`src/rtl/spi_eng_pkg.sv`:
```
package spi_eng_pkg;

    typedef struct packed {
        logic master;
        logic cpol;
        logic cpha;
        logic lsb_first;
    } spi_cfg_t;

    // An edge samples input data when it is leading and phase is 0,
    // or when it is trailing and phase is 1.
    function automatic logic sample_edge(input logic cpha, input logic lead);
        return lead ^ cpha;
    endfunction

endpackage

```
`src/rtl/spi_host_bufs.sv`:
```
module spi_host_bufs #(
    parameter int DW = 8
) (
    input  logic          clk,
    input  logic          rst,
    input  logic          wr_en,
    input  logic [DW-1:0] wr_data,
    input  logic          rd_en,
    input  logic          take,
    input  logic          done,
    input  logic [DW-1:0] done_byte,
    output logic [DW-1:0] tx_data,
    output logic          tx_full,
    output logic [DW-1:0] rx_data,
    output logic          rx_full
);

    always_ff @(posedge clk) begin
        if (rst) begin
            tx_data <= '0;
            tx_full <= 1'b0;
            rx_data <= '0;
            rx_full <= 1'b0;
        end else begin
            if (take) begin
                tx_full <= 1'b0;
            end else if (wr_en && !tx_full) begin
                tx_data <= wr_data;
                tx_full <= 1'b1;
            end

            if (done && (!rx_full || rd_en)) begin
                rx_data <= done_byte;
                rx_full <= 1'b1;
            end else if (rd_en) begin
                rx_full <= 1'b0;
            end
        end
    end

    a_r2_take_frees: assert property (@(posedge clk) disable iff (rst)
        take |=> !tx_full);

    a_r10_full_write_ignored: assert property (@(posedge clk) disable iff (rst)
        (tx_full && wr_en) |=> (tx_data == $past(tx_data)));

    a_r8_overrun_keeps_old: assert property (@(posedge clk) disable iff (rst)
        (rx_full && done && !rd_en) |=> (rx_full && rx_data == $past(rx_data)));

    a_r9_read_clears: assert property (@(posedge clk) disable iff (rst)
        (rd_en && !done) |=> !rx_full);

endmodule

```
`src/rtl/spi_slave_sync.sv`:
```
module spi_slave_sync #(
    parameter int STAGES = 2
) (
    input  logic clk,
    input  logic rst,
    input  logic sck_i,
    input  logic sel_n_i,
    input  logic sdi_i,
    output logic sck_edge,
    output logic ss_act,
    output logic sdi_s
);

    logic [STAGES-1:0] sck_p;
    logic [STAGES-1:0] sel_p;
    logic [STAGES-1:0] sdi_p;
    logic              sck_last;

    always_ff @(posedge clk) begin
        if (rst) begin
            sck_p    <= '0;
            sel_p    <= '1;
            sdi_p    <= '0;
            sck_last <= 1'b0;
        end else begin
            sck_p    <= {sck_p[STAGES-2:0], sck_i};
            sel_p    <= {sel_p[STAGES-2:0], sel_n_i};
            sdi_p    <= {sdi_p[STAGES-2:0], sdi_i};
            sck_last <= sck_p[STAGES-1];
        end
    end

    always_comb begin
        sck_edge = sck_p[STAGES-1] ^ sck_last;
        ss_act   = ~sel_p[STAGES-1];
        sdi_s    = sdi_p[STAGES-1];
    end

endmodule

```
`src/rtl/spi_shift_core.sv`:
```
module spi_shift_core
    import spi_eng_pkg::*;
#(
    parameter int DW = 8
) (
    input  logic          clk,
    input  logic          rst,
    input  spi_cfg_t      cfg,
    input  logic          bit_tick,
    input  logic          tx_full,
    input  logic [DW-1:0] tx_data,
    output logic          take,
    output logic          done,
    output logic [DW-1:0] done_byte,
    input  logic          mst_sdi,
    input  logic          sck_edge,
    input  logic          ss_act,
    input  logic          slv_sdi,
    output logic          sck_q,
    output logic          obit
);

    localparam int            EDGES = 2 * DW;
    localparam int            EW    = $clog2(EDGES);
    localparam logic [EW-1:0] LAST  = EW'(EDGES - 1);

    logic [DW-1:0] sr;
    logic          samp;
    logic [EW-1:0] e;
    logic          busy;
    logic          armed;
    logic          ev;
    logic          lead;
    logic          smp_now;
    logic          in_bit;

    function automatic logic [DW-1:0] shift_in(input logic [DW-1:0] v,
                                               input logic b,
                                               input logic lsb);
        return lsb ? {b, v[DW-1:1]} : {v[DW-2:0], b};
    endfunction

    always_comb begin
        in_bit    = cfg.master ? mst_sdi : slv_sdi;
        ev        = cfg.master ? (bit_tick && busy && armed) : (sck_edge && ss_act);
        lead      = ~e[0];
        smp_now   = sample_edge(cfg.cpha, lead);
        take      = tx_full && !busy && (cfg.master || (e == '0 && !ev));
        done      = ev && (e == LAST);
        done_byte = shift_in(sr, cfg.cpha ? in_bit : samp, cfg.lsb_first);
        obit      = cfg.lsb_first ? sr[0] : sr[DW-1];
    end

    always_ff @(posedge clk) begin
        if (rst) begin
            sr    <= '0;
            samp  <= 1'b0;
            e     <= '0;
            busy  <= 1'b0;
            armed <= 1'b0;
            sck_q <= 1'b0;
        end else begin
            if (take) begin
                sr    <= tx_data;
                busy  <= 1'b1;
                armed <= 1'b0;
                e     <= '0;
            end else if (ev) begin
                e <= done ? '0 : e + 1'b1;
                if (done) begin
                    busy  <= 1'b0;
                    armed <= 1'b0;
                end
                if (smp_now) begin
                    samp <= in_bit;
                end else if (!(cfg.cpha && e == '0)) begin
                    sr <= shift_in(sr, samp, cfg.lsb_first);
                end
                if (cfg.master) begin
                    sck_q <= ~sck_q;
                end
            end else if (cfg.master && bit_tick && busy) begin
                armed <= 1'b1;
            end

            // deselect in slave mode drops a partial word
            if (!cfg.master && !ss_act && e != '0) begin
                e    <= '0;
                busy <= 1'b0;
            end

            if (cfg.master && !busy) begin
                sck_q <= cfg.cpol;
            end
        end
    end

    a_r4_sck_rests: assert property (@(posedge clk) disable iff (rst)
        (cfg.master && done) |=> (sck_q == $past(cfg.cpol)));

    a_r12_deselect_clears: assert property (@(posedge clk) disable iff (rst)
        (!cfg.master && !ss_act) |=> (e == '0));

endmodule

```
`src/rtl/spi_xfer_engine.sv`:
```
module spi_xfer_engine
    import spi_eng_pkg::*;
#(
    parameter int DATA_W      = 8,
    parameter int SYNC_STAGES = 2
) (
    input  logic              clk,
    input  logic              rst,
    input  logic              cfg_master,
    input  logic              cfg_cpol,
    input  logic              cfg_cpha,
    input  logic              cfg_lsb_first,
    input  logic              wr_en,
    input  logic [DATA_W-1:0] wr_data,
    input  logic              rd_en,
    output logic [DATA_W-1:0] rd_data,
    output logic              tx_empty,
    output logic              rx_full,
    input  logic              bit_tick,
    output logic              mst_sck_o,
    output logic              mst_sdo_o,
    input  logic              mst_sdi_i,
    input  logic              slv_sck_i,
    input  logic              slv_sel_n_i,
    input  logic              slv_sdi_i,
    output logic              slv_sdo_o
);

    spi_cfg_t          cfg;
    logic              take;
    logic              done;
    logic [DATA_W-1:0] done_byte;
    logic [DATA_W-1:0] tx_data;
    logic              tx_full;
    logic              sck_edge;
    logic              ss_act;
    logic              sdi_s;
    logic              sck_q;
    logic              obit;

    always_comb begin
        cfg.master    = cfg_master;
        cfg.cpol      = cfg_cpol;
        cfg.cpha      = cfg_cpha;
        cfg.lsb_first = cfg_lsb_first;
    end

    spi_host_bufs #(.DW(DATA_W)) u_bufs (
        .clk      (clk),
        .rst      (rst),
        .wr_en    (wr_en),
        .wr_data  (wr_data),
        .rd_en    (rd_en),
        .take     (take),
        .done     (done),
        .done_byte(done_byte),
        .tx_data  (tx_data),
        .tx_full  (tx_full),
        .rx_data  (rd_data),
        .rx_full  (rx_full)
    );

    spi_slave_sync #(.STAGES(SYNC_STAGES)) u_sync (
        .clk     (clk),
        .rst     (rst),
        .sck_i   (slv_sck_i),
        .sel_n_i (slv_sel_n_i),
        .sdi_i   (slv_sdi_i),
        .sck_edge(sck_edge),
        .ss_act  (ss_act),
        .sdi_s   (sdi_s)
    );

    spi_shift_core #(.DW(DATA_W)) u_core (
        .clk      (clk),
        .rst      (rst),
        .cfg      (cfg),
        .bit_tick (bit_tick),
        .tx_full  (tx_full),
        .tx_data  (tx_data),
        .take     (take),
        .done     (done),
        .done_byte(done_byte),
        .mst_sdi  (mst_sdi_i),
        .sck_edge (sck_edge),
        .ss_act   (ss_act),
        .slv_sdi  (sdi_s),
        .sck_q    (sck_q),
        .obit     (obit)
    );

    always_comb begin
        tx_empty  = ~tx_full;
        mst_sck_o = cfg_master ? sck_q : cfg_cpol;
        mst_sdo_o = cfg_master ? obit : 1'b0;
        slv_sdo_o = (!cfg_master && ss_act) ? obit : 1'b0;
    end

endmodule

```
`config.mk`:
```
export PLATFORM = sky130hd
export DESIGN_NAME = spi_xfer_engine
export DESIGN_NICKNAME = d
export VERILOG_FILES = /design/src/rtl/spi_eng_pkg.sv /design/src/rtl/spi_host_bufs.sv /design/src/rtl/spi_slave_sync.sv /design/src/rtl/spi_shift_core.sv /design/src/rtl/spi_xfer_engine.sv
export SDC_FILE = /design/constraint.sdc
export NUM_CORES = 1
export LEC_CHECK = 0
export BUFFER_PORTS_ARGS = -buffer_cell sky130_fd_sc_hd__clkbuf_2
export CAP_MARGIN = 20
export CORE_AREA = 2 2 63 65
export DETAILED_ROUTE_END_ITERATION = 6
export DIE_AREA = 0 0 65 67
export GPL_ROUTABILITY_DRIVEN = 0
export PLACE_DENSITY_LB_ADDON = 0.25
export SETUP_SLACK_MARGIN = 0.4
export SYNTH_ARGS = -nofsm -noshare
export SYNTH_HDL_FRONTEND = slang
export SYNTH_SLANG_ARGS = --single-unit
export TNS_END_PERCENT = 50
```
`constraint.sdc`:
```
create_clock -name clk -period 3 [get_ports clk]
set_input_delay 0.3 -clock clk [delete_from_list [all_inputs] [get_ports clk]]
set_output_delay 0.3 -clock clk [all_outputs]
set_load 0.02 [all_outputs]
```
==> impl_summary.log, run 1 <==
INFO  metric net-switching-power = 0.000254 W
INFO  metric design.portCount = 34
INFO  metric route.vias.total = between 1500 and 2000
INFO  metric via_count_of_the_first_global_routing_pass = 1404
INFO  metric hold_end = u_sync.sel_p[0]
INFO  metric hold-path-cell-count = 2
INFO  metric power = between 0.001 and 0.0015 W
INFO  metric initial_utilization = 53.5%
INFO  metric seq_area_frac_synth = 42.5%
INFO  metric timing.critical_path.slowest_stage_cell = o211ai_1
INFO  metric cts_buffer_depth = 2
INFO  metric route.detailed.wl_per_inst = approximately 13 um
INFO  metric finalClockSkew = 0.00588 ns
INFO  metric outcome = finished, final reports clean
INFO  metric syn_area_per_cell = 9.06 um^2
INFO  metric cts.hold.buffers_added = 0
INFO  metric yosysWarnings = 0
INFO  metric syn_inst = 213
INFO  metric remaining_drc_errors = 0
INFO  metric ff2ff_path_depth = 6
INFO  metric grt_start_max_net_pins = 30
INFO  metric num_antenna_cells = 0
INFO  metric drt_iter0_drc = between 80 and 90
INFO  metric std_cell_rows = 22
INFO  metric synth_area_leaders = dfxtp_1 (43%), a21oi_1 (6.2%), mux2i_1 (4.7%), nor2_1 (4.1%), o32ai_1 (4.1%)
INFO  metric clk_transition_reported_paths = 0.08 ns
INFO  metric fp.coreArea = approximately 0.0036 mm^2
INFO  metric synth_area = 0.00193 mm^2
INFO  metric multi_input_comb_area = 996 um^2
INFO  metric power.clock.fraction = approximately a third
INFO  metric final_layout_size_suffix_gt1_share = around a fifth
INFO  metric grt_setup_unrepaired = no
INFO  metric final_nets = 264
INFO  metric max_slew.worst_pin.slew = approximately 0.93 ns
INFO  metric internal-power = 0.000787 W
INFO  metric worstSetupEndpointType = flop
INFO  metric hold_start = slv_sel_n_i
INFO  metric layout_common_cells = dfxtp_1 (41), clkbuf_2 (33), a21oi_1 (24)
INFO  metric path_cells = inv_1 -> ha_1 -> nor3b_4 -> a21boi_0 -> o211ai_1 -> o32ai_1
INFO  metric r2r_setup_slack = about 1.1 ns
INFO  metric crit_type = flop to flop
INFO  metric arrival = around 2.1 ns
INFO  metric first_pass_iters = 4
INFO  metric detail_route.wirelength = ~3.8 mm
INFO  metric layout_min_cycle_time = between 1.5 and 2 ns
INFO  metric synth.distinct_cells = 42
INFO  metric dp_hpwl = between 2 and 3 mm
INFO  metric switching_share = between 20% and 30%
INFO  metric area.growth.synth_to_final = 13.4%
INFO  metric viasPerCell = about 5.5
INFO  metric grt_first_pass_wirelength = approximately 6.4 mm
INFO  metric clock_sink_count = between 40 and 50
INFO  metric p_leak = roughly 0.85 nW
INFO  metric seq_power_share = a little under three fifths
INFO  metric finalHoldViolations = 0
INFO  metric cap_violations = 0
INFO  metric max-vdd-ir-drop = roughly 0.00026 V
INFO  metric htree_levels = 2
INFO  metric netlist.top_cell.by_area = dfxtp_1
INFO  metric cts_tree = yes
INFO  metric cts.repair_timing.setup_buffer_count = 0
INFO  metric total_of_flip_flops_plus_latches_after_synthesis = slightly above 40
INFO  metric crit-reg2reg-launch = u_core.e[0]
INFO  metric setup_violations = 0
INFO  metric grt_util_all_layers = just under 20%
INFO  metric place.port_buffers = 33
INFO  metric drv_slew = 0
INFO  metric max_freq = between 500 and 600 MHz
INFO  metric relSlewSlack = a little under two fifths
INFO  metric cts_buffers = 5
INFO  metric die_extent_in_y = roughly 67 um
INFO  metric ff_latch_area = 821 um^2
INFO  metric root_cell_of_the_clock_tree = clkbuf_8
INFO  metric power_per_cell_area = ~480 mW/mm^2
INFO  metric power.combinational.fraction = about a tenth
INFO  metric crit_fanout = 8
INFO  metric setup_total_negative_slack = 0 ns
INFO  metric area_of_the_die = 0.00436 mm^2
INFO  metric setup_crit_start_kind = flop
INFO  metric most_common_library_cell_in_the_layout_ignoring_fill_and_taps = dfxtp_1
INFO  metric fin_util = ~61%
INFO  metric fill_cells = around 340
INFO  metric gr-total-overflow = 0
INFO  metric critPathMaxStageDelay = roughly 0.55 ns
INFO  metric cts_repair_resize_count = 0
INFO  metric layout_worst_path_cycle_share = 64.7%
INFO  metric synth_top_cell_area_share = a little over two fifths
INFO  metric number_of_antenna_violations_at_the_first_check_in_global_routing = 0
INFO  metric worst_r2r_endpoint = u_core.sr[4]
INFO  metric clk-insertion-delay-late = between 0.2 and 0.3 ns
INFO  metric hold_path_class = primary input to flop
INFO  metric synth_net_count = about 240
INFO  metric drtAntennaViolNets = 0
INFO  metric required = about 3.1 ns
INFO  metric die_w = 65 um
routing by layer:
layer  up-vias  global-route usage [%]  part of all wire [%]
li1        823                       -                     -
met1       711                    25.5                    49
met2        40                    29.1                    43
met3         8                    5.24                   5.1
met4         0                    8.51                   2.2
met5         -                       0                     0
kinds of logic after synthesis:
kind of cell               after synthesis  synth area share, %
xor gates and xnor gates                 2                0.908
AOI/OAI and AO/OA                       70                 25.9
buffers and inverters                   27                 5.84
adders and majority gates                2                 1.30
and+or+nand+nor                         61                 18.3
DFF                                     41                 42.5
muxes                                   10                 5.25
state kept, by name, summed over array words and instances (netlist names):
register and flops:
u_sync.sck_last 1, u_core.samp 1, u_core.e 4, u_sync.sdi_p 2, u_bufs.tx_full 1, u_bufs.rx_data 8, u_sync.sel_p 2, u_sync.sck_p 2
u_bufs.tx_data 8, u_core.sck_q 1, u_core.sr 8, u_bufs.rx_full 1, u_core.busy 1, u_core.armed 1
worst max-delay path, delay by kind of cell, from the launching register on:
kind            cells  cell delay [ns]
compound gates      3             0.89
fa+ha+maj           1             0.20
flops               1             0.44
simple gates        1             0.17
buf+inv             1             0.09
per-stage QoR:
stage	setup WS (ns)	hold WS (ns)	std cells	cell area, um^2
after floorplan	1.37	0.389	213	1930
after global placement	1.10	0.392	282	2100
after detailed placement	1.04	0.395	282	2100
after CTS	1.03	0.183	289	2190
after global routing	0.882	0.183	289	2190
final	1.06	0.186	289	2190
worst max-delay path by stage:
stage,from,endpoint,cells past startpoint
final,u_core.e[0],u_core.sr[4],6
after global placement,cfg_master,u_core.sr[2],5
after CTS,u_core.e[0],u_core.sr[7],6
after floorplan,u_core.e[0],u_core.sr[0],6
after global routing,u_core.e[0],u_core.sr[4],6
after detailed placement,u_core.e[0],u_core.sr[4],6
final cells by class:
type,count,share of cell area (%)
Inverter,14,2.40
Tap cell,48,2.74
Clock buffer,7,3.95
Timing Repair Buffer,34,7.89
Multi-Input combinational cell,145,45.5
Sequential cell,41,37.5
power groups by stage:
stage           logic, W  clock network (W)  registers [W]
5_1_grt         0.000117           0.000391       0.000577
6_report        0.000105           0.000360       0.000575
3_3_place_gp    0.000104                  0       0.000587
2_1_floorplan  0.0000755                  0       0.000584
4_1_cts         0.000106           0.000364       0.000575
3_5_place_dp    0.000106                  0       0.000588
cell usage after synthesis, drive strengths merged:
library cell and instances:
ha 2, nand3 2, a21boi 4, and2 1
nand2 6, or3 1, nand4 1, nand3b 1
o21ai 4, or2 2, buf 6, a31oi 10
nor3 2, a21oi 24, o311ai 1, and3 7
a211oi 9, nor3b 2, nor2b 12, o31ai 1
o32ai 9, xor2 1, inv 14, a41oi 1
mux2i 9, mux2 1, clkbuf 7, o211ai 1
o21a 1, a311oi 3, a2111oi 2, nor2 21
xnor2 1, dfxtp 41, nand2b 3
Note: power is estimated with default switching activity, not from simulation.
==> inputs of run 2 (changes only) <==
==> constraint.sdc (replaced) <==
create_clock -name clk -period 1.9 [get_ports clk]
set_input_delay 0.19 -clock clk [delete_from_list [all_inputs] [get_ports clk]]
set_output_delay 0.19 -clock clk [all_outputs]
set_load 0.02 [all_outputs]
==> impl_summary.log, run 2 (synthesis results as in run 1) <==
INFO  metric outcome = finished, final reports clean
INFO  metric hold_path_class = primary input to flop
INFO  metric first_pass_iters = 5
INFO  metric arrival = between 1.5 and 2 ns
INFO  metric number_of_antenna_violations_at_the_first_check_in_global_routing = 0
INFO  metric via_count_of_the_first_global_routing_pass = approximately 1500
INFO  metric drtAntennaViolNets = 0
INFO  metric cts_tree = yes
INFO  metric detail_route.wirelength = around 4.4 mm
INFO  metric max_freq = ~640 MHz
INFO  metric fp.coreArea = approximately 0.0036 mm^2
INFO  metric die_extent_in_y = roughly 67 um
INFO  metric largest_registers = u_bufs.rx_data x8, u_bufs.tx_data x8, u_core.sr x8
INFO  metric drt_iter0_drc = 87
INFO  metric route.vias.total = 1674
INFO  metric std_cell_rows = 22
INFO  metric max-vdd-ir-drop = 0.000643 V
INFO  metric worstSetupEndpointType = flop
INFO  metric hold_end = u_sync.sel_p[0]
INFO  metric grt_first_pass_wirelength = ~7.2 mm
INFO  metric initial_utilization = between 50% and 60%
INFO  metric grt_start_max_net_pins = 22
INFO  metric gr-total-overflow = 0
INFO  metric cts.hold.buffers_added = 0
INFO  metric drv_slew = 0
INFO  metric cap_violations = 0
INFO  metric dp_hpwl = roughly 3 mm
INFO  metric route.detailed.wl_per_inst = about 15 um
INFO  metric crit_type = flop to flop
INFO  metric viasPerCell = roughly 5.6
INFO  metric layout_min_cycle_time = 1.56 ns
INFO  metric finalHoldViolations = 0
INFO  metric finish.cell_count_without_fillers = between 200 and 300
INFO  metric die_w = 65 um
INFO  metric design.portCount = 34
INFO  metric preCtsSetupSlack = 0.0785 ns
INFO  metric remaining_drc_errors = 0
INFO  metric required = 2.11 ns
INFO  metric clk_transition_reported_paths = 0.08 ns
INFO  metric placed_cells_incl_taps = roughly 290
INFO  metric hold_start = slv_sel_n_i
INFO  metric most_common_library_cell_in_the_layout_ignoring_fill_and_taps = dfxtp_1
INFO  metric cts_buffers = 5
INFO  metric area.growth.synth_to_final = 28.5%
INFO  metric power_per_cell_area = 755 mW/mm^2
INFO  metric r2r_setup_slack = 0.34 ns
INFO  metric setup_violations = 0
INFO  metric grt_util_all_layers = 21.6%
INFO  metric clk-insertion-delay-late = around 0.29 ns
INFO  metric place.port_buffers = 33
INFO  metric relSlewSlack = slightly above 70%
INFO  metric layout_worst_path_cycle_share = between 80% and 90%
INFO  metric final_nets = 273
INFO  metric area_of_the_die = between 0.004 and 0.005 mm^2
INFO  metric worst_r2r_endpoint = u_core.sr[4]
INFO  metric p_leak = 0.947 nW
INFO  metric cts_buffer_depth = 2
INFO  metric grt_setup_unrepaired = yes
INFO  metric layout_common_cells = dfxtp_1 (36), clkbuf_2 (33), a21oi_1 (24)
INFO  metric post-route-worst-setup-slack = 0.340 ns
INFO  metric max_slew.worst_pin.slew = between 0.4 and 0.5 ns
INFO  metric final.hold.worst_slack = around 0.081 ns
INFO  metric clock_sink_count = slightly above 40
INFO  metric root_cell_of_the_clock_tree = clkbuf_8
INFO  metric finalClockSkew = between 0.007 and 0.008 ns
INFO  metric final_layout_size_suffix_gt1_share = around a third
INFO  metric hold-path-cell-count = 2
INFO  metric fin_util = between 60% and 70%
INFO  metric crit_fanout = 14
INFO  metric ff2ff_path_depth = 8
INFO  metric crit-reg2reg-launch = u_core.e[0]
INFO  metric setup_total_negative_slack = 0 ns
INFO  metric setup_crit_start_kind = flop
INFO  metric num_antenna_cells = 0
INFO  metric worst_setup_path_startpoint = u_core.e[0]
INFO  metric htree_levels = 2
[run 2: layout make-up]
type / instances / area (um^2)
clock buffers: 6 / 93.8
clock inverters: 2 / 35.0
well taps: 48 / 60.1
flip-flops and latches: 41 / 830
fillers: 290 / 1130
repair buffers: 43 / 256
inverters: 14 / 55.1
multi-input cells: 145 / 1150
[run 2: through the flow]
step	area, um^2	total power [W]
global route	2480	0.00195
global placement	2150	0.00110
finish	2480	0.00187
detailed placement	2150	0.00110
floorplan	1950	0.00104
CTS	2360	0.00187
[run 2: timing repair]
item,4_1_cts,5_1_grt
setup buffers,3,2
pin swaps,1,8
endpoints found under the setup margin,10,25
gates resized for setup,10,18
[run 2: worst max path at each step]
stage / cells past startpoint / to / slack, ns
floorplan: 6 / u_core.sr[0] / 0.38
global placement: 6 / u_core.sr[7] / 0.15
detailed placement: 6 / u_core.sr[1] / 0.08
CTS: 7 / u_core.sr[2] / 0.31
global route: 7 / u_core.armed / 0.29
finish: 8 / u_core.sr[4] / 0.34
[run 2: critical path, cell delays in order (launching register included)]
cell	delay, ns
dfxtp_4	0.36
inv_4	0.06
ha_4	0.12
nor3b_4	0.17
buf_6	0.16
o21ai_4	0.07
buf_12	0.15
and3_1	0.16
o32ai_1	0.23
[run 2: metal layers]
metal,routed length (um),track usage [%]
met1,2040,28.2
met2,2090,35.2
met3,171,3.55
met4,65,9.04
met5,0,0
[run 2: power by group]
group / switching [W] / internal [W] / leakage (nW) / total [W]
Sequential: 0.0000211 / 0.000887 / 0.336 / 0.000908
Clock: 0.000297 / 0.000469 / 0.0663 / 0.000766
Combinational: 0.000118 / 0.0000802 / 0.544 / 0.000199
Total: 0.000436 / 0.00144 / 0.947 / 0.00187
